$ cat config.mk
export PLATFORM = sky130hd
export DESIGN_NAME = tick_cmp_timer
export DESIGN_NICKNAME = d
export VERILOG_FILES = /design/src/rtl/tct_pkg.sv /design/src/rtl/tct_prescaler.sv /design/src/rtl/tct_counter.sv /design/src/rtl/tct_irq.sv /design/src/rtl/tick_cmp_timer.sv
export SDC_FILE = /design/constraint.sdc
export NUM_CORES = 1
export LEC_CHECK = 0
export ABC_CLOCK_PERIOD_IN_PS = 2900
export BUFFER_PORTS_ARGS = -buffer_cell sky130_fd_sc_hd__buf_4
export CORE_MARGIN = 2
export CORE_UTILIZATION = 45
export DETAILED_ROUTE_END_ITERATION = 10
export PLACE_DENSITY_LB_ADDON = 0.2
export SETUP_SLACK_MARGIN = 0.15
export SYNTH_ARGS = -nofsm -noshare
export SYNTH_HDL_FRONTEND = slang
export SYNTH_SLANG_ARGS = --single-unit
export TNS_END_PERCENT = 1
$ cat constraint.sdc
create_clock -name clk -period 2.9 [get_ports clk]
set_input_delay 0.29 -clock clk [delete_from_list [all_inputs] [get_ports clk]]
set_output_delay 0.29 -clock clk [all_outputs]
set_load 0.005 [all_outputs]
$ cat src/rtl/tct_pkg.sv
package tct_pkg;
  typedef enum logic [1:0] {
    A_COUNT   = 2'd0,
    A_COMPARE = 2'd1,
    A_CTRL    = 2'd2,
    A_ICTRL   = 2'd3
  } reg_addr_e;

  // control byte fields
  localparam int CTL_RUN    = 0;
  localparam int CTL_RESTART = 1;
  localparam int CTL_CLRTAL = 2;
  localparam int CTL_TAL_LO = 4;

  // interrupt-control byte fields
  localparam int IC_CLR  = 3;
  localparam int IC_EN   = 4;
  localparam int IC_PEND = 5;
endpackage

$ cat src/rtl/tct_prescaler.sv
module tct_prescaler #(
  parameter int DIV = 100
) (
  input  logic clk,
  input  logic rst,
  input  logic run,
  output logic tick
);
  localparam int PW = (DIV > 1) ? $clog2(DIV) : 1;
  localparam logic [PW-1:0] LAST = PW'(DIV - 1);

  logic [PW-1:0] phase;

  always_ff @(posedge clk) begin
    if (rst || !run)        phase <= '0;
    else if (phase == LAST) phase <= '0;
    else                    phase <= phase + PW'(1);
  end

  assign tick = run && (phase == LAST);

  AST_TICK_SPACED: assert property (@(posedge clk) disable iff (rst)
    (DIV > 1 && tick) |=> !tick) else $error("tick repeated");
endmodule

$ cat src/rtl/tct_counter.sv
module tct_counter #(
  parameter int CW = 32,
  parameter int OW = 4
) (
  input  logic          clk,
  input  logic          rst,
  input  logic          tick,
  input  logic          restart,
  input  logic          load,
  input  logic [CW-1:0] load_val,
  input  logic [CW-1:0] cmp,
  input  logic          clr_tally,
  output logic [CW-1:0] cnt,
  output logic [OW-1:0] tally,
  output logic          hit
);
  logic [CW-1:0] nxt;

  always_comb begin
    if (restart && cnt == cmp) nxt = '0;
    else                       nxt = cnt + CW'(1);
  end

  // a match is only produced by a tick, never by a direct load
  assign hit = tick && !load && (nxt == cmp);

  always_ff @(posedge clk) begin
    if (rst)       cnt <= '0;
    else if (load) cnt <= load_val;
    else if (tick) cnt <= nxt;
  end

  always_ff @(posedge clk) begin
    if (rst)                      tally <= '0;
    else if (clr_tally)           tally <= hit ? OW'(1) : '0;
    else if (hit && tally != '1)  tally <= tally + OW'(1);
  end

  AST_HOLD_IDLE: assert property (@(posedge clk) disable iff (rst)
    (!tick && !load) |=> $stable(cnt)) else $error("count moved");
  AST_RESTART_ZERO: assert property (@(posedge clk) disable iff (rst)
    (tick && !load && restart && cnt == cmp) |=> cnt == '0) else $error("no restart");
  AST_TALLY_SAT: assert property (@(posedge clk) disable iff (rst)
    (tally == '1 && !clr_tally) |=> tally == '1) else $error("tally wrapped");
  AST_TALLY_CLR: assert property (@(posedge clk) disable iff (rst)
    (clr_tally && !hit) |=> tally == '0) else $error("tally not cleared");
endmodule

$ cat src/rtl/tct_irq.sv
module tct_irq #(
  parameter int LW = 3
) (
  input  logic          clk,
  input  logic          rst,
  input  logic          wr,
  input  logic [7:0]    wbyte,
  input  logic          hit,
  output logic [LW-1:0] lvl,
  output logic          ien,
  output logic          pend,
  output logic          irq_out,
  output logic [LW-1:0] irq_level
);
  import tct_pkg::*;

  always_ff @(posedge clk) begin
    if (rst) begin
      lvl       <= '0;
      ien       <= 1'b0;
      pend      <= 1'b0;
      irq_out   <= 1'b0;
      irq_level <= '0;
    end else begin
      if (wr) begin
        lvl <= wbyte[LW-1:0];
        ien <= wbyte[IC_EN];
      end
      if (hit)                       pend <= 1'b1;
      else if (wr && wbyte[IC_CLR])  pend <= 1'b0;
      irq_out   <= pend && ien;
      irq_level <= (pend && ien) ? lvl : '0;
    end
  end

  AST_PEND_SET: assert property (@(posedge clk) disable iff (rst)
    hit |=> pend) else $error("pending missed");
  AST_LVL_QUIET: assert property (@(posedge clk) disable iff (rst)
    !irq_out |-> irq_level == '0) else $error("level while idle");
  AST_PEND_DROP: assert property (@(posedge clk) disable iff (rst)
    (wr && wbyte[IC_CLR] && !hit) |=> !pend) else $error("pending kept");
endmodule

$ cat src/rtl/tick_cmp_timer.sv
module tick_cmp_timer #(
  parameter int PRESCALE_DIV = 100,
  parameter int CW           = 32,
  parameter int OW           = 4,
  parameter int LW           = 3
) (
  input  logic          clk,
  input  logic          rst,
  input  logic          bus_wr,
  input  logic [1:0]    bus_addr,
  input  logic [CW-1:0] bus_wdata,
  output logic [CW-1:0] bus_rdata,
  output logic          irq_out,
  output logic [LW-1:0] irq_level
);
  import tct_pkg::*;

  logic [CW-1:0] cmp_q, cnt;
  logic          run_q, restart_q;
  logic [OW-1:0] tally;
  logic          tick, hit, ien, pend;
  logic [LW-1:0] lvl;
  logic          wr_cnt, wr_cmp, wr_ctl, wr_ic;

  assign wr_cnt = bus_wr && (bus_addr == A_COUNT);
  assign wr_cmp = bus_wr && (bus_addr == A_COMPARE);
  assign wr_ctl = bus_wr && (bus_addr == A_CTRL);
  assign wr_ic  = bus_wr && (bus_addr == A_ICTRL);

  always_ff @(posedge clk) begin
    if (rst) begin
      cmp_q     <= '0;
      run_q     <= 1'b0;
      restart_q <= 1'b0;
    end else begin
      if (wr_cmp) cmp_q <= bus_wdata;
      if (wr_ctl) begin
        run_q     <= bus_wdata[CTL_RUN];
        restart_q <= bus_wdata[CTL_RESTART];
      end
    end
  end

  tct_prescaler #(.DIV(PRESCALE_DIV)) u_pre (
    .clk(clk), .rst(rst), .run(run_q), .tick(tick)
  );

  tct_counter #(.CW(CW), .OW(OW)) u_cnt (
    .clk(clk), .rst(rst), .tick(tick), .restart(restart_q),
    .load(wr_cnt), .load_val(bus_wdata), .cmp(cmp_q),
    .clr_tally(wr_ctl && bus_wdata[CTL_CLRTAL]),
    .cnt(cnt), .tally(tally), .hit(hit)
  );

  tct_irq #(.LW(LW)) u_irq (
    .clk(clk), .rst(rst), .wr(wr_ic), .wbyte(bus_wdata[7:0]), .hit(hit),
    .lvl(lvl), .ien(ien), .pend(pend), .irq_out(irq_out), .irq_level(irq_level)
  );

  logic [CW-1:0] rd_mux;

  always_comb begin
    rd_mux = '0;
    unique case (bus_addr)
      A_COUNT:   rd_mux = cnt;
      A_COMPARE: rd_mux = cmp_q;
      A_CTRL: begin
        rd_mux[CTL_RUN]               = run_q;
        rd_mux[CTL_RESTART]           = restart_q;
        rd_mux[CTL_TAL_LO +: OW]      = tally;
      end
      default: begin
        rd_mux[LW-1:0]  = lvl;
        rd_mux[IC_EN]   = ien;
        rd_mux[IC_PEND] = pend;
      end
    endcase
  end

  always_ff @(posedge clk) begin
    if (rst) bus_rdata <= '0;
    else     bus_rdata <= rd_mux;
  end

  AST_IRQ_NEEDS_PEND: assert property (@(posedge clk) disable iff (rst)
    $rose(irq_out) |-> $past(pend)) else $error("irq without pending");
endmodule

# Word level (Yosys, flattened, before mapping)
# Cells that the tools add are included.
# W data, S select, Z words.
[op_classes]
reduce_logical = 21
bitwise_logic = 1
n_eq_ne = 7
addsub = 3
muxes = 14
[ops]
columns = ["operator", "n"]
rows = [
  ["$mux W32", 3],
  ["$eq A32 B32 Y1", 2],
  ["$pmux W24 S2", 1],
  ["$add A32 B1 Y32 const B", 1],
  ["$pmux W2 S3", 3],
  ["$logic_and A1 B1 Y1", 12],
  ["$mux W4", 2],
  ["$add A7 B1 Y7 const B", 1],
  ["$eq A7 B7 Y1 const B", 1],
  ["$reduce_bool A2 Y1", 3],
  ["$add A4 B1 Y4 const B", 1],
  ["$eq A2 B2 Y1 const B", 2],
  ["$ne A4 B4 Y1 const B", 1],
  ["$reduce_or A2 Y1", 2],
  ["$mux W1", 3],
  ["$pmux W1 S3", 1],
  ["$eq A2 B1 Y1 const B", 1],
  ["$logic_not A1 Y1", 2],
  ["$logic_not A2 Y1", 1],
  ["$pmux W1 S2", 1],
  ["$logic_or A1 B1 Y1", 1],
  ["$not A1 Y1", 1],
]
[word_totals]
out_inout_bits = 36
in_bits = 37
elab_cells = 58
register_bits = 118

# Logic depth before layout (Yosys ltp)
# Gate-level depths: netlist of run 1.
[logic_depth]
depth_word = 8
depth_mapped = 13

# By module
# From an unflattened synthesis of run 1, not the netlist that was laid out.
[hier_totals]
hier_cells = 921
hier_area_um2 = 7238.2
[modules_own_cells]
columns = ["module", "cells_each", "n_inst", "area_per_inst_um2", "seq_area_each_um2"]
rows = [
  ["tct_counter", 592, 1, 4157.7, 720.7],
  ["tick_cmp_timer", 269, 1, 2476.1, 1321.3],
  ["tct_prescaler", 35, 1, 320.3, 140.1],
  ["tct_irq", 25, 1, 284.0, 180.2],
]

# Worst setup path before layout of run 1
# Ideal clock, no wire load.
[synth_path]
path_kind = "register to register"
from = "reg u_cnt.cnt[1]"
to = "reg u_cnt.tally[2]"
period_less_slack_ns = 2.910
path_buffers = 2
path_slack_ns = -0.010
arrival_time_ns = 2.791
path_stages_with_launch = 13
path_cell_list = "dfxtp_1 > ha_1 > and4_1 > buf_2 > buf_4 > nand4_1 > xor2_1 > a222oi_1 > nor4b_1 > o2111ai_2 > a2111oi_4 > nand4_1 > mux2i_1"
[synth_via]
elab_chain_len = 7
word_cells_on_any_way = 8
cone_classes = "add/sub: 1; eq/ne: 2; mux: 1; reduce/logical: 4"
[synth_rtl]
columns = ["item", "line_no", "source"]
rows = [
  ["start, declared", "tct_counter.sv:13", "output logic [CW-1:0] cnt,"],
  ["start signal, assigned", "tct_counter.sv:29", "else if (load) cnt <= load_val;"],
  ["start signal, assigned", "tct_counter.sv:30", "else if (tick) cnt <= nxt;"],
  ["parallel branches: the longest is 2 deep, another holds $add A32 B1 Y32", "--", ""],
  ["$mux W32 (*)", "tct_counter.sv:20", "if (restart && cnt == cmp) nxt = '0;"],
  ["$eq A32 B32 Y1 (*)", "tct_counter.sv:25", "assign hit = tick && !load && (nxt == cmp);"],
  ["$logic_and A1 B1 Y1 (*)", "tct_counter.sv:25", ""],
  ["$logic_and A1 B1 Y1 (*)", "tct_counter.sv:36", "else if (hit && tally != '1) tally <= tally + OW'(1);"],
  ["$reduce_bool A2 Y1 (no line) (*)", "--", ""],
  ["end signal, assigned", "tct_counter.sv:35", "else if (clr_tally) tally <= hit ? OW'(1) : '0;"],
  ["end signal, assigned", "tct_counter.sv:36", ""],
  ["end, declared", "tct_counter.sv:14", "output logic [OW-1:0] tally,"],
]
# Every way passes the cells marked *.
# A chain may end at the register's enable or synchronous reset.

# Final worst setup path of run 1
# Ends and elaborated chain as after synthesis.

==> results of run 1 <==
[metrics by stage]
step	instance area (sq um)	power, uW	hold slack, ns	TNS (ns)
final	9360	4580	0.111	-0.342
after global routing	9360	4720	0.116	-0.842
after CTS	9280	4580	0.108	-0.0589
after detailed placement	8570	2370	0.436	-0.958
after global placement	8570	2370	0.428	-0.322
after floorplan	6950	2100	0.413	0
[sequential cells by signal (all words and copies together), names as in the netlist]
signal / cells
bus_rdata: 32
cmp_q: 32
u_cnt.cnt: 32
u_pre.phase: 7
u_cnt.tally: 4
u_irq.irq_level: 3
u_irq.lvl: 3
restart_q: 1
run_q: 1
u_irq.ien: 1
u_irq.irq_out: 1
u_irq.pend: 1
[cell usage in the layout (no fill, tap or decap), types with 14 or more instances in the layout]
cell and instances:
sky130_fd_sc_hd__buf_4 221, sky130_fd_sc_hd__nand4_1 16, sky130_fd_sc_hd__a21oi_1 54, sky130_fd_sc_hd__mux2i_1 36, sky130_fd_sc_hd__o21ai_0 41, sky130_fd_sc_hd__nor2_1 93
sky130_fd_sc_hd__xnor2_1 32, sky130_fd_sc_hd__xor2_1 26, sky130_fd_sc_hd__nand2_1 110, sky130_fd_sc_hd__dfxtp_1 109, sky130_fd_sc_hd__clkbuf_16 17, sky130_fd_sc_hd__nor3_1 14
sky130_fd_sc_hd__nand3_1 25
[power breakdown]
group | internal, uW | total [uW] | switching (uW)
sequential | 1670 | 1720 | 48.7
combinational | 306 | 644 | 338
clock | 1410 | 2220 | 804
[per-layer routing]
| metal | vias to the layer above | track usage [%] | share of wire [%] |
|---|---|---|---|
| li1 | 3395 | - | - |
| met1 | 3329 | 40.3 | 44 |
| met2 | 322 | 44.9 | 44 |
| met3 | 45 | 7.51 | 8.8 |
| met4 | 0 | 10.5 | 2.3 |
| met5 | - | 0 | 0 |
[logic make-up (layout without fill, tap and decap cells)]
group | after synthesis | in the layout | share of synthesized area [%]
mux | 42 | 42 | 6.79
fa+ha+maj | 3 | 3 | 0.542
compound gates | 175 | 175 | 17.2
buf+inv | 80 | 266 | 5.42
xor+xnor | 64 | 64 | 8.51
flops | 118 | 118 | 34.1
simple gates | 370 | 370 | 27.5
[worst min-delay path, delay by kind of cell]
family / cells / cell delay [ns]
buffers and inverters: 1 / 0.11
AND/OR/NAND/NOR: 1 / 0.05
AO/OA/AOI/OAI: 1 / 0.05
[cell type report]
cell class	instances	area (sq um)	share of cell area, %
well taps	188	235	2.51
clock inverters	12	150	1.60
multi-input cells	654	4330	46.3
repair buffers	227	1770	18.9
clock buffers	20	467	4.99
flip-flops and latches	118	2380	25.4
inverters	7	26.3	0.281
[final timing paths]
check / slack, ns / end / from / depth (start not counted)
worst max-delay path: -0.10 / u_cnt.tally[2] / u_cnt.cnt[1] / 12
worst min-delay path: 0.11 / cmp_q[10] / bus_wdata[10] / 3
worst max register to register: -0.10 / u_cnt.tally[2] / u_cnt.cnt[1] / 12
worst min register to register: 0.45 / u_pre.phase[0] / u_pre.phase[0] / 1
[repair_timing]
item | 4_1_cts | 5_1_grt
pin swaps | 9 | 2
gates resized for setup | 21 | 11
setup buffers | 2 | 3
hold buffers | 0 | 0
setup endpoints to repair | 12 | 10
cloned | 0 | 0
==> out/qor.txt, run 1 <==
SYNTHESIS
----------------------------------------------------------------------------------------------------
Per-instance average area after synthesis .............................................   8.13 sq um
Most numerous cell in the Yosys netlist ............................................... sky130_fd_sc_hd__dfxtp_1
Most frequently used flop master after synthesis ...................................... sky130_fd_sc_hd__dfxtp_1
Cell variety after synth ..............................................................           80
Portion of synthesized cell area occupied by the leading cell type ....................        34.1%
Register bit count reported by yosys ..................................................          118
Area of the mapped netlist ............................................................   6930 sq um
Count of yosys warnings during synthesis ..............................................            0
Number of enable-type register cells in the synthesized netlist .......................            0
Number of standard cells after synthesis ..............................................          852
Share of synthesized registers carrying an async set or reset .........................           0%
Sequential share of the synthesized area ..............................................        34.1%
Net Count, Synth ......................................................................          892
Cell types occupying the most area after synthesis .................................... sky130_fd_sc_hd__dfxtp_1 (34%), sky130_fd_sc_hd__nand2_1 (6.0%), sky130_fd_sc_hd__mux2i_1 (5.5%)
Most area-hungry cell type in the Yosys netlist ....................................... sky130_fd_sc_hd__dfxtp_1
Commonest cells in the synthesized netlist ............................................ sky130_fd_sc_hd__dfxtp_1 (118), sky130_fd_sc_hd__nand2_1 (111), sky130_fd_sc_hd__nor2_1 (96)

STA
----------------------------------------------------------------------------------------------------
Unrepaired setup endpoints after global routing .......................................         true
Final count of hold timing violations .................................................            0
Slew Viols, Final .....................................................................            0
Final min period ......................................................................      3.00 ns
Final clock skew ......................................................................    0.0126 ns
Setup-violating endpoint count in the final report ....................................            5
Final clock period utilization by the worst path ......................................         103%
Worst setup slack after layout ........................................................    -0.100 ns
Pin slew with the least headroom to its limit .........................................     0.753 ns
Upper clock frequency limit ...........................................................      333 MHz
Worst slew margin relative to its limit ...............................................        49.8%

CRITICAL PATH
----------------------------------------------------------------------------------------------------
Worst path top cell family by delay ................................................... simple AND/OR/NAND/NOR gates
CP Capture Type .......................................................................    flip-flop
Worst path slowest cell ............................................................... sky130_fd_sc_hd__dfxtp_2
CP required ...........................................................................      3.22 ns
Data arrival time of the worst path ...................................................      3.32 ns
Cells traversed along the worst timing path ........................................... buf_4, nand3_1, buf_4, or3_1, a32oi_1, o211ai_1, nor4b_4, o2111ai_2, a2111oi_4, buf_4, nand4_1, mux2i_1
Bufs and invs on worst path ...........................................................            3
Class of the most critical setup path .................................................   reg -> reg
Highest net fanout along the worst path ...............................................            6
Delay contributed by the slowest stage of the critical path ...........................      0.41 ns
Cell seen most often among critical-path stages ....................................... sky130_fd_sc_hd__buf_4
Kind of start point of the critical path ..............................................    flip-flop

GRT
----------------------------------------------------------------------------------------------------
Antenna violations before repair ......................................................            0
Vias in the first global route ........................................................         6547
Largest net degree at the start of global routing .....................................           50
Grt ovf ...............................................................................            0
First-pass GRT wire length ............................................................      36.7 mm
GR Util All Layers ....................................................................        29.4%

FINISH
----------------------------------------------------------------------------------------------------
Share of layout cells above drive strength 1 ..........................................        31.0%
Ant diodes ............................................................................            0
Fillers ...............................................................................         1348
Number of standard cells in the layout, taps in and fillers out .......................         1226
# nets final ..........................................................................         1065
Area growth syn-to-layout .............................................................        35.1%
Final core utilization ................................................................        61.8%

FLOORPLAN
----------------------------------------------------------------------------------------------------
Cell Rows .............................................................................           45
I/O Pins ..............................................................................           73
Overall die height ....................................................................  128 microns
Die area ..............................................................................  16400 sq um
Effective utilization at floorplan ....................................................        45.7%
Die W .................................................................................  128 microns
Area of the core ......................................................................  15100 sq um

POWER
----------------------------------------------------------------------------------------------------
Pwr/cell area .........................................................................  490 nW/um^2
Worst voltage drop across the vdd grid ................................................       472 uV
P_leak ................................................................................   0.00381 uW

ROUTE
----------------------------------------------------------------------------------------------------
Drt pass-1 iters ......................................................................            5
Iteration-0 DRC count of the detailed router ..........................................          667
Residual antenna-violating net count after detailed routing ...........................            0
Via-to-Cell Ratio .....................................................................         5.78
DRC violation count after routing .....................................................            0
Post-Route WL .........................................................................      23.9 mm
Average wire per cell in the routed design ............................................ 19.5 microns
Overall via count from detail_route ...................................................         7091

STATUS
----------------------------------------------------------------------------------------------------
Status ................................................................................ finished, violations left
Violated checks ....................................................................... negative setup slack

CLOCKING
----------------------------------------------------------------------------------------------------
Maximum root-to-sink buffer count .....................................................            2
Root Buffer Master .................................................................... sky130_fd_sc_hd__clkbuf_16
Number of CTS-inserted buffers ........................................................           17
CTS HTree Levels ......................................................................            4
Clock latency on the worst-skew pair ..................................................      0.43 ns
Clock-pin slew reported for the worst setup and hold paths after clock tree synthesis .      0.06 ns
TritonCTS clock tree ..................................................................        built
Clock sink count ......................................................................          118

PLACEMENT
----------------------------------------------------------------------------------------------------
Dpl cells .............................................................................         1189
Gpl congestion ........................................................................         1.01
Port bufs .............................................................................           72
Worst slack at placement ..............................................................    -0.215 ns
HPWL after detailed placement .........................................................      17.5 mm

FLOW RUN
----------------------------------------------------------------------------------------------------
Max Cap Violations ....................................................................            0

HOLD PATH
----------------------------------------------------------------------------------------------------
Class of the most critical hold timing path ...........................................    in -> reg

Power figures use the tool's default switching activity.
==> inputs of run 2 (changes only) <==
--- a/config.mk
+++ b/config.mk
@@ -5,8 +5,9 @@
 export SDC_FILE = /design/constraint.sdc
 export NUM_CORES = 1
 export LEC_CHECK = 0
-export ABC_CLOCK_PERIOD_IN_PS = 2900
+export ABC_CLOCK_PERIOD_IN_PS = 3100
 export BUFFER_PORTS_ARGS = -buffer_cell sky130_fd_sc_hd__buf_4
+export CAP_MARGIN = 20
 export CORE_MARGIN = 2
 export CORE_UTILIZATION = 45
 export DETAILED_ROUTE_END_ITERATION = 10
==> constraint.sdc (replaced) <==
create_clock -name clk -period 3.1 [get_ports clk]
set_input_delay 0.31 -clock clk [delete_from_list [all_inputs] [get_ports clk]]
set_output_delay 0.31 -clock clk [all_outputs]
set_load 0.005 [all_outputs]
==> run 2 against run 1 <==
The flow now finishes without violations. Final area is 4.4% lower. Via count fell by 3.9%. Flip-flop and latch count stayed put. Count of clock-buffer cells in the layout down 2. Largest cell class unchanged. Largest power group unchanged.
==> out/qor.txt, run 2 (same netlist as run 1, synthesis figures left out) <==
CLOCKING
----------------------------------------------------------------------------------------------------
CTS HTree Levels ......................................................................            4   unchanged
TritonCTS clock tree ..................................................................        built   unchanged
Clock latency on the worst-skew pair ..................................................      0.42 ns   was 0.43 ns
Number of hold-repair buffers added at the cts stage ..................................            0   unchanged
Number of CTS-inserted buffers ........................................................           17   unchanged
Maximum root-to-sink buffer count .....................................................            2   unchanged
Clock sink count ......................................................................          118   unchanged
Clock-pin slew reported for the worst setup and hold paths after clock tree synthesis .      0.06 ns   about the same
Root Buffer Master .................................................................... sky130_fd_sc_hd__clkbuf_16   unchanged

STA
----------------------------------------------------------------------------------------------------
Final min period ......................................................................      2.92 ns   was 3.00 ns
Setup-violating endpoint count in the final report ....................................            0   was 5
Worst Hold Margin .....................................................................     0.139 ns   was 0.111 ns
Pin slew with the least headroom to its limit .........................................     0.981 ns   was 0.753 ns
Worst slew margin relative to its limit ...............................................        34.3%   was 49.8%
Final count of hold timing violations .................................................            0   unchanged
Final clock period utilization by the worst path ......................................        94.2%   was 103%
Unrepaired setup endpoints after global routing .......................................         true   unchanged
Final-layout setup total negative slack ...............................................         0 ns   was -0.342 ns
Upper clock frequency limit ...........................................................      343 MHz   was 333 MHz
Slew Viols, Final .....................................................................            0   unchanged
Final clock skew ......................................................................   0.00979 ns   was 0.0126 ns

FLOORPLAN
----------------------------------------------------------------------------------------------------
Area of the core ......................................................................  15100 sq um   unchanged
Die area ..............................................................................  16400 sq um   unchanged
I/O Pins ..............................................................................           73   unchanged
Effective utilization at floorplan ....................................................        45.7%   unchanged
Cell Rows .............................................................................           45   unchanged
Overall die height ....................................................................  128 microns   unchanged
Die W .................................................................................  128 microns   unchanged

GRT
----------------------------------------------------------------------------------------------------
Largest net degree at the start of global routing .....................................           54   was 50
Antenna violations before repair ......................................................            1   was 0
GR Util All Layers ....................................................................        28.7%   was 29.4%
First-pass GRT wire length ............................................................      36.1 mm   was 36.7 mm
Grt ovf ...............................................................................            0   unchanged
Vias in the first global route ........................................................         6453   was 6547

ROUTE
----------------------------------------------------------------------------------------------------
Sum of met2 wire segment lengths after detailed routing ...............................      10.1 mm   was 10.6 mm
Iteration-0 DRC count of the detailed router ..........................................          592   was 667
Residual antenna-violating net count after detailed routing ...........................            0   unchanged
Average wire per cell in the routed design ............................................ 19.2 microns   was 19.5 microns
Uppermost layer routed ................................................................         met5   was met4
Overall via count from detail_route ...................................................         6811   was 7091
Via-to-Cell Ratio .....................................................................         5.75   was 5.78
DRC violation count after routing .....................................................            0   unchanged
Drt pass-1 iters ......................................................................            6   was 5
Wire length the detailed router placed on met1 ........................................      10.7 mm   was 10.6 mm
Post-Route WL .........................................................................      22.8 mm   was 23.9 mm
Routed met3 length ....................................................................      1.42 mm   was 2.10 mm

CRITICAL PATH
----------------------------------------------------------------------------------------------------
CP required ...........................................................................      3.41 ns   was 3.22 ns
Class of the most critical setup path .................................................   reg -> reg   unchanged
Highest net fanout along the worst path ...............................................            6   unchanged
Worst R2R Start ....................................................................... u_cnt.cnt[3]   was u_cnt.cnt[1]
CP Launch Point ....................................................................... u_cnt.cnt[3]   was u_cnt.cnt[1]
Kind of start point of the critical path ..............................................    flip-flop   unchanged
CP Capture Type .......................................................................    flip-flop   unchanged
Data arrival time of the worst path ...................................................      3.23 ns   was 3.32 ns

FINISH
----------------------------------------------------------------------------------------------------
Fillers ...............................................................................         1353   was 1348
Share of layout cells above drive strength 1 ..........................................        28.6%   was 31.0%
Leading cell types in the layout, fill and taps excluded .............................. sky130_fd_sc_hd__buf_4 (183), sky130_fd_sc_hd__nand2_1 (111), sky130_fd_sc_hd__dfxtp_1 (102)   was sky130_fd_sc_hd__buf_4 (221), sky130_fd_sc_hd__nand2_1 (110), sky130_fd_sc_hd__dfxtp_1 (109)
Number of standard cells in the layout, taps in and fillers out .......................         1184   was 1226
Final cell area excluding filler cells ................................................   8940 sq um   was 9360 sq um
Largest registers in the final layout ................................................. bus_rdata: 32 flops, cmp_q: 32 flops, u_cnt.cnt: 32 flops   unchanged
Ant diodes ............................................................................            0   unchanged
# nets final ..........................................................................         1023   was 1065
Leading cell type in the layout, fill and taps excluded ............................... sky130_fd_sc_hd__buf_4   unchanged
Area growth syn-to-layout .............................................................        29.1%   was 35.1%

POWER
----------------------------------------------------------------------------------------------------
P_leak ................................................................................   0.00358 uW   was 0.00381 uW
Worst voltage drop across the vdd grid ................................................       365 uV   was 472 uV
Pwr/cell area .........................................................................  451 nW/um^2   was 490 nW/um^2

HOLD PATH
----------------------------------------------------------------------------------------------------
Startpoint of the lowest-slack hold path .............................................. bus_wdata[8]   was bus_wdata[10]
Class of the most critical hold timing path ...........................................    in -> reg   unchanged

PLACEMENT
----------------------------------------------------------------------------------------------------
Port bufs .............................................................................           72   unchanged
HPWL after detailed placement .........................................................      16.7 mm   was 17.5 mm
Area of placed instances ..............................................................   8160 sq um   was 8570 sq um
Dpl cells .............................................................................         1146   was 1189
Gpl congestion ........................................................................        0.987   was 1.01

FLOW RUN
----------------------------------------------------------------------------------------------------
Max Cap Violations ....................................................................            0   unchanged

STATUS
----------------------------------------------------------------------------------------------------
Status ................................................................................ complete, no violations   was finished, violations left

## run 2: cell count changes in the layout (fill, tap and decap cells not counted), sizes merged
cell | previous run | this run
buf | 227 | 185
bufinv | 3 | 0
clkbuf | 20 | 18
clkinv | 5 | 6
clkinvlp | 3 | 0
inv | 8 | 15
## run 2: worst paths after layout
check,slack [ns],end,cells after the start
setup / recovery,0.18,u_cnt.tally[2],11
hold / removal,0.14,cmp_q[8],3
setup reg to reg,0.18,u_cnt.tally[2],11
hold reg to reg,0.44,u_pre.phase[0],1
## run 2: layer usage
layer | track usage (%) | up-vias
li1 | - | 3319
met1 | 40.6 | 3211
met2 | 43.6 | 239
met3 | 5.38 | 40
met4 | 10.4 | 2
met5 | 0 | -
## run 2: stage by stage
| step | setup slack, ns | power (uW) | utilization (%) |
|---|---|---|---|
| detailed placement | 0.000572 | 2180 | 53.9 |
| CTS | 0.158 | 4060 | 58.1 |
| global route | 0.0647 | 4200 | 59.1 |
| global placement | 0.0166 | 2180 | 53.9 |
| floorplan | 0.190 | 1960 | - |
| finish | 0.181 | 4040 | 59.1 |
## run 2: power breakdown
group	internal (uW)	leakage [uW]	switching, uW
clock network	1070	0.000279	799
logic	259	0.00234	299
registers	1560	0.000967	51.0
## run 2: what timing repair did
item                                    4_1_cts  5_1_grt
hold endpoints to repair                      0        0
setup buffers                                 1        5
gates resized for setup                      25       27
pin swaps                                     4        9
endpoints found under the setup margin        6        7
## run 2: final cells by class
class	count	area (sq um)	share of cell area, %
multi-input combinational	654	4330	48.4
timing repair buffer	185	1400	15.7
clock buffer	18	439	4.91
tap	188	235	2.63
sequential	118	2400	26.8
inverter	7	26.3	0.294
clock inverter	14	118	1.32
## run 2: critical path, stage by stage, from the launching register on
cell	delay [ns]
sky130_fd_sc_hd__dfxtp_4	0.37
sky130_fd_sc_hd__buf_4	0.13
sky130_fd_sc_hd__nand4_1	0.15
sky130_fd_sc_hd__buf_4	0.19
sky130_fd_sc_hd__or4_1	0.51
sky130_fd_sc_hd__and3_4	0.21
sky130_fd_sc_hd__a2111oi_4	0.35
sky130_fd_sc_hd__o2111ai_2	0.19
sky130_fd_sc_hd__a2111oi_4	0.26
sky130_fd_sc_hd__buf_4	0.20
sky130_fd_sc_hd__nand4_1	0.11
sky130_fd_sc_hd__mux2i_1	0.13
==> inputs of run 3 (changes only) <==
--- a/config.mk
+++ b/config.mk
@@ -8,8 +8,8 @@
 export ABC_CLOCK_PERIOD_IN_PS = 3100
 export BUFFER_PORTS_ARGS = -buffer_cell sky130_fd_sc_hd__buf_4
 export CAP_MARGIN = 20
-export CORE_MARGIN = 2
 export CORE_UTILIZATION = 45
+export CTS_BUF_LIST = sky130_fd_sc_hd__clkbuf_8 sky130_fd_sc_hd__clkbuf_16
 export DETAILED_ROUTE_END_ITERATION = 10
 export PLACE_DENSITY_LB_ADDON = 0.2
 export SETUP_SLACK_MARGIN = 0.15
==> run 3 against run 2 <==
Fmax is 0.49% lower. Utilization is 3.1 points higher. Non-clock buffer count is 1 lower. Sequential share of layout area is 0.53 points lower. Setup slack worse by 0.014 ns. Count of clock-buffer cells in the layout stayed put. Clock power is 6% higher. Final cell count is 0.42% lower. Clock skew is 0.00063 ns higher. Critical path depth is 1 lower. Critical path type unchanged. Highest routed layer is now met4.
==> out/qor.txt, run 3 (same netlist as run 1, synthesis figures left out) <==
STATUS
----------------------------------------------------------------------------------------------------
Status ................................................................................ complete, no violations   unchanged

CLOCKING
----------------------------------------------------------------------------------------------------
Maximum root-to-sink buffer count .....................................................            2   unchanged
Clock sink count ......................................................................          118   unchanged
Number of hold-repair buffers added at the cts stage ..................................            0   unchanged
Clock-pin slew reported for the worst setup and hold paths after clock tree synthesis .      0.06 ns   about the same
Number of CTS-inserted buffers ........................................................           17   unchanged
Clock latency on the worst-skew pair ..................................................      0.43 ns   was 0.42 ns
TritonCTS clock tree ..................................................................        built   unchanged
Root Buffer Master .................................................................... sky130_fd_sc_hd__clkbuf_16   unchanged
CTS HTree Levels ......................................................................            4   unchanged

PLACEMENT
----------------------------------------------------------------------------------------------------
Gpl congestion ........................................................................        0.991   was 0.987
Area of placed instances ..............................................................   8070 sq um   was 8160 sq um
Port bufs .............................................................................           72   unchanged
Dpl cells .............................................................................         1131   was 1146
HPWL after detailed placement .........................................................      16.7 mm   about the same

CRITICAL PATH
----------------------------------------------------------------------------------------------------
Data arrival time of the worst path ...................................................      3.29 ns   was 3.23 ns
Number of cell instances on the worst register-to-register path .......................           10   was 11
Worst R2R Start ....................................................................... u_cnt.cnt[1]   was u_cnt.cnt[3]
Highest net fanout along the worst path ...............................................            6   unchanged
Delay contributed by the slowest stage of the critical path ...........................      0.57 ns   was 0.51 ns
Class of the most critical setup path .................................................   reg -> reg   unchanged
CP Capture Type .......................................................................    flip-flop   unchanged
Worst path slowest cell ............................................................... sky130_fd_sc_hd__or4_4   was sky130_fd_sc_hd__or4_1
Register-to-register setup slack ......................................................      0.17 ns   was 0.18 ns
Kind of start point of the critical path ..............................................    flip-flop   unchanged
Reg-to-reg endpoint ................................................................... u_cnt.tally[0]   was u_cnt.tally[2]
Cells traversed along the worst timing path ........................................... buf_4, nand3_2, or4_4, or2_1, o21a_1, o31ai_2, a22oi_1, and4b_2, a2111o_1, o211ai_2   was buf_4, nand4_1, buf_4, or4_1, and3_4, a2111oi_4, o2111ai_2, a2111oi_4, buf_4, nand4_1, mux2i_1
CP required ...........................................................................      3.45 ns   was 3.41 ns
Worst path top cell family by delay ................................................... simple AND/OR/NAND/NOR gates   unchanged
Bufs and invs on worst path ...........................................................            1   was 3

FINISH
----------------------------------------------------------------------------------------------------
Largest registers in the final layout ................................................. bus_rdata: 32 flops, cmp_q: 32 flops, u_cnt.cnt: 32 flops   unchanged
Share of layout cells above drive strength 1 ..........................................        31.7%   was 28.6%
Leading cell type in the layout, fill and taps excluded ............................... sky130_fd_sc_hd__buf_4   unchanged
Number of standard cells in the layout, taps in and fillers out .......................         1179   was 1184
Area growth syn-to-layout .............................................................        32.3%   was 29.1%
Ant diodes ............................................................................            0   unchanged
# nets final ..........................................................................         1022   was 1023
Fillers ...............................................................................         1312   was 1353
Final cell area excluding filler cells ................................................   9170 sq um   was 8940 sq um
Leading cell types in the layout, fill and taps excluded .............................. sky130_fd_sc_hd__buf_4 (180), sky130_fd_sc_hd__nand2_1 (110), sky130_fd_sc_hd__dfxtp_1 (95)   was sky130_fd_sc_hd__buf_4 (183), sky130_fd_sc_hd__nand2_1 (111), sky130_fd_sc_hd__dfxtp_1 (102)
Final core utilization ................................................................        62.1%   was 59.1%

HOLD PATH
----------------------------------------------------------------------------------------------------
Class of the most critical hold timing path ...........................................    in -> reg   unchanged
Worst hold stages .....................................................................            3   unchanged
Startpoint of the lowest-slack hold path .............................................. bus_wdata[12]   was bus_wdata[8]
Worst-case hold path end point ........................................................    cmp_q[12]   was cmp_q[8]

FLOORPLAN
----------------------------------------------------------------------------------------------------
Overall die height ....................................................................  126 microns   was 128 microns
Area of the core ......................................................................  14800 sq um   was 15100 sq um
Die W .................................................................................  126 microns   was 128 microns
Effective utilization at floorplan ....................................................        47.0%   was 45.7%
Die area ..............................................................................  15900 sq um   was 16400 sq um
Cell Rows .............................................................................           44   was 45
I/O Pins ..............................................................................           73   unchanged

GRT
----------------------------------------------------------------------------------------------------
GR Util All Layers ....................................................................        30.5%   was 28.7%
Grt ovf ...............................................................................            0   unchanged
Antenna violations before repair ......................................................            0   was 1
Largest net degree at the start of global routing .....................................           49   was 54
First-pass GRT wire length ............................................................      37.3 mm   was 36.1 mm
Vias in the first global route ........................................................         6592   was 6453

STA
----------------------------------------------------------------------------------------------------
Final min period ......................................................................      2.93 ns   was 2.92 ns
Final clock skew ......................................................................    0.0104 ns   was 0.00979 ns
Final-layout setup total negative slack ...............................................         0 ns   unchanged
Slew Viols, Final .....................................................................            0   unchanged
Upper clock frequency limit ...........................................................      341 MHz   was 343 MHz
Final clock period utilization by the worst path ......................................        94.6%   was 94.2%
Final count of hold timing violations .................................................            0   unchanged
Pin slew with the least headroom to its limit .........................................      1.02 ns   was 0.981 ns
Worst slew margin relative to its limit ...............................................        31.7%   was 34.3%
Unrepaired setup endpoints after global routing .......................................         true   unchanged
Setup-violating endpoint count in the final report ....................................            0   unchanged

POWER
----------------------------------------------------------------------------------------------------
Worst voltage drop across the vdd grid ................................................       468 uV   was 365 uV
Pwr/cell area .........................................................................  455 nW/um^2   was 451 nW/um^2
P_leak ................................................................................   0.00360 uW   was 0.00358 uW

ROUTE
----------------------------------------------------------------------------------------------------
Residual antenna-violating net count after detailed routing ...........................            0   unchanged
Drt pass-1 iters ......................................................................            5   was 6
Overall via count from detail_route ...................................................         6941   was 6811
Iteration-0 DRC count of the detailed router ..........................................          734   was 592
Via-to-Cell Ratio .....................................................................         5.89   was 5.75
Post-Route WL .........................................................................      23.4 mm   was 22.8 mm
Average wire per cell in the routed design ............................................ 19.9 microns   was 19.2 microns
DRC violation count after routing .....................................................            0   unchanged

FLOW RUN
----------------------------------------------------------------------------------------------------
Max Cap Violations ....................................................................            0   unchanged

run 3: cell count changes in the layout (fill, tap and decap cells not counted), moves of 3 or more:
cell                         delta
sky130_fd_sc_hd__clkinvlp_4     +4
sky130_fd_sc_hd__xor2_1         -5
sky130_fd_sc_hd__dfxtp_2        +6
sky130_fd_sc_hd__xnor2_2        +6
sky130_fd_sc_hd__dfxtp_1        -7
sky130_fd_sc_hd__buf_4          -3
sky130_fd_sc_hd__xor2_2         +5
sky130_fd_sc_hd__xnor2_1        -6
sky130_fd_sc_hd__nor4_4         +3
sky130_fd_sc_hd__inv_6          -5
run 3: repair_timing:
action                     CTS  global route
buffers inserted             8             8
resized for setup           48            42
pin swaps                   12            22
setup endpoints to repair    5             5
cloned                       0             0
run 3: cell type report:
type                       instances  area [sq um]  area share, %
tap                              184           230           2.51
timing repair buffer             184          1400           15.3
clock inverter                    14           153           1.67
sequential                       118          2410           26.3
inverter                           7          26.3          0.287
clock buffer                      18           439           4.79
multi-input combinational        654          4510           49.2
run 3: per-stage QoR:
| step | total power (uW) | setup slack (ns) | hold WS [ns] |
|---|---|---|---|
| after floorplan | 1960 | 0.190 | 0.413 |
| after global placement | 2170 | -0.0279 | 0.430 |
| after detailed placement | 2170 | -0.0448 | 0.433 |
| after CTS | 4150 | 0.151 | 0.129 |
| after global routing | 4320 | 0.0696 | 0.129 |
| final | 4170 | 0.167 | 0.128 |
run 3: worst max path at each step:
stage,cells after the start,endpoint,slack [ns],from
finish,10,u_cnt.tally[0],0.17,u_cnt.cnt[1]
global route,12,u_cnt.tally[3],0.07,u_cnt.cnt[0]
CTS,11,u_cnt.tally[2],0.15,u_cnt.cnt[5]
detailed placement,11,u_cnt.tally[2],-0.04,u_cnt.cnt[0]
global placement,11,u_cnt.tally[2],-0.03,u_cnt.cnt[0]
floorplan,12,u_cnt.tally[2],0.19,u_cnt.cnt[1]
run 3: where the power goes:
group | internal, uW | switching (uW) | leakage (uW)
Sequential | 1560 | 57.7 | 0.000970
Combinational | 265 | 316 | 0.00235
Clock | 1210 | 758 | 0.000279
Total | 3040 | 1130 | 0.00360
run 3: worst min-delay path: stages:
cell,delay (ns)
sky130_fd_sc_hd__buf_4,0.11
sky130_fd_sc_hd__nand2_1,0.05
sky130_fd_sc_hd__a21oi_1,0.05
run 3: layer usage:
| layer | GRT usage, % | routed length, microns | vias to the layer above | part of all wire (%) |
|---|---|---|---|---|
| met3 | 7.22 | 1550 | 57 | 6.6 |
| met1 | 41.9 | 10800 | 3312 | 46 |
| met4 | 12.6 | 742 | 0 | 3.2 |
| met5 | 0 | 0 | - | 0 |
| li1 | - | - | 3296 | - |
| met2 | 45.8 | 10300 | 276 | 44 |
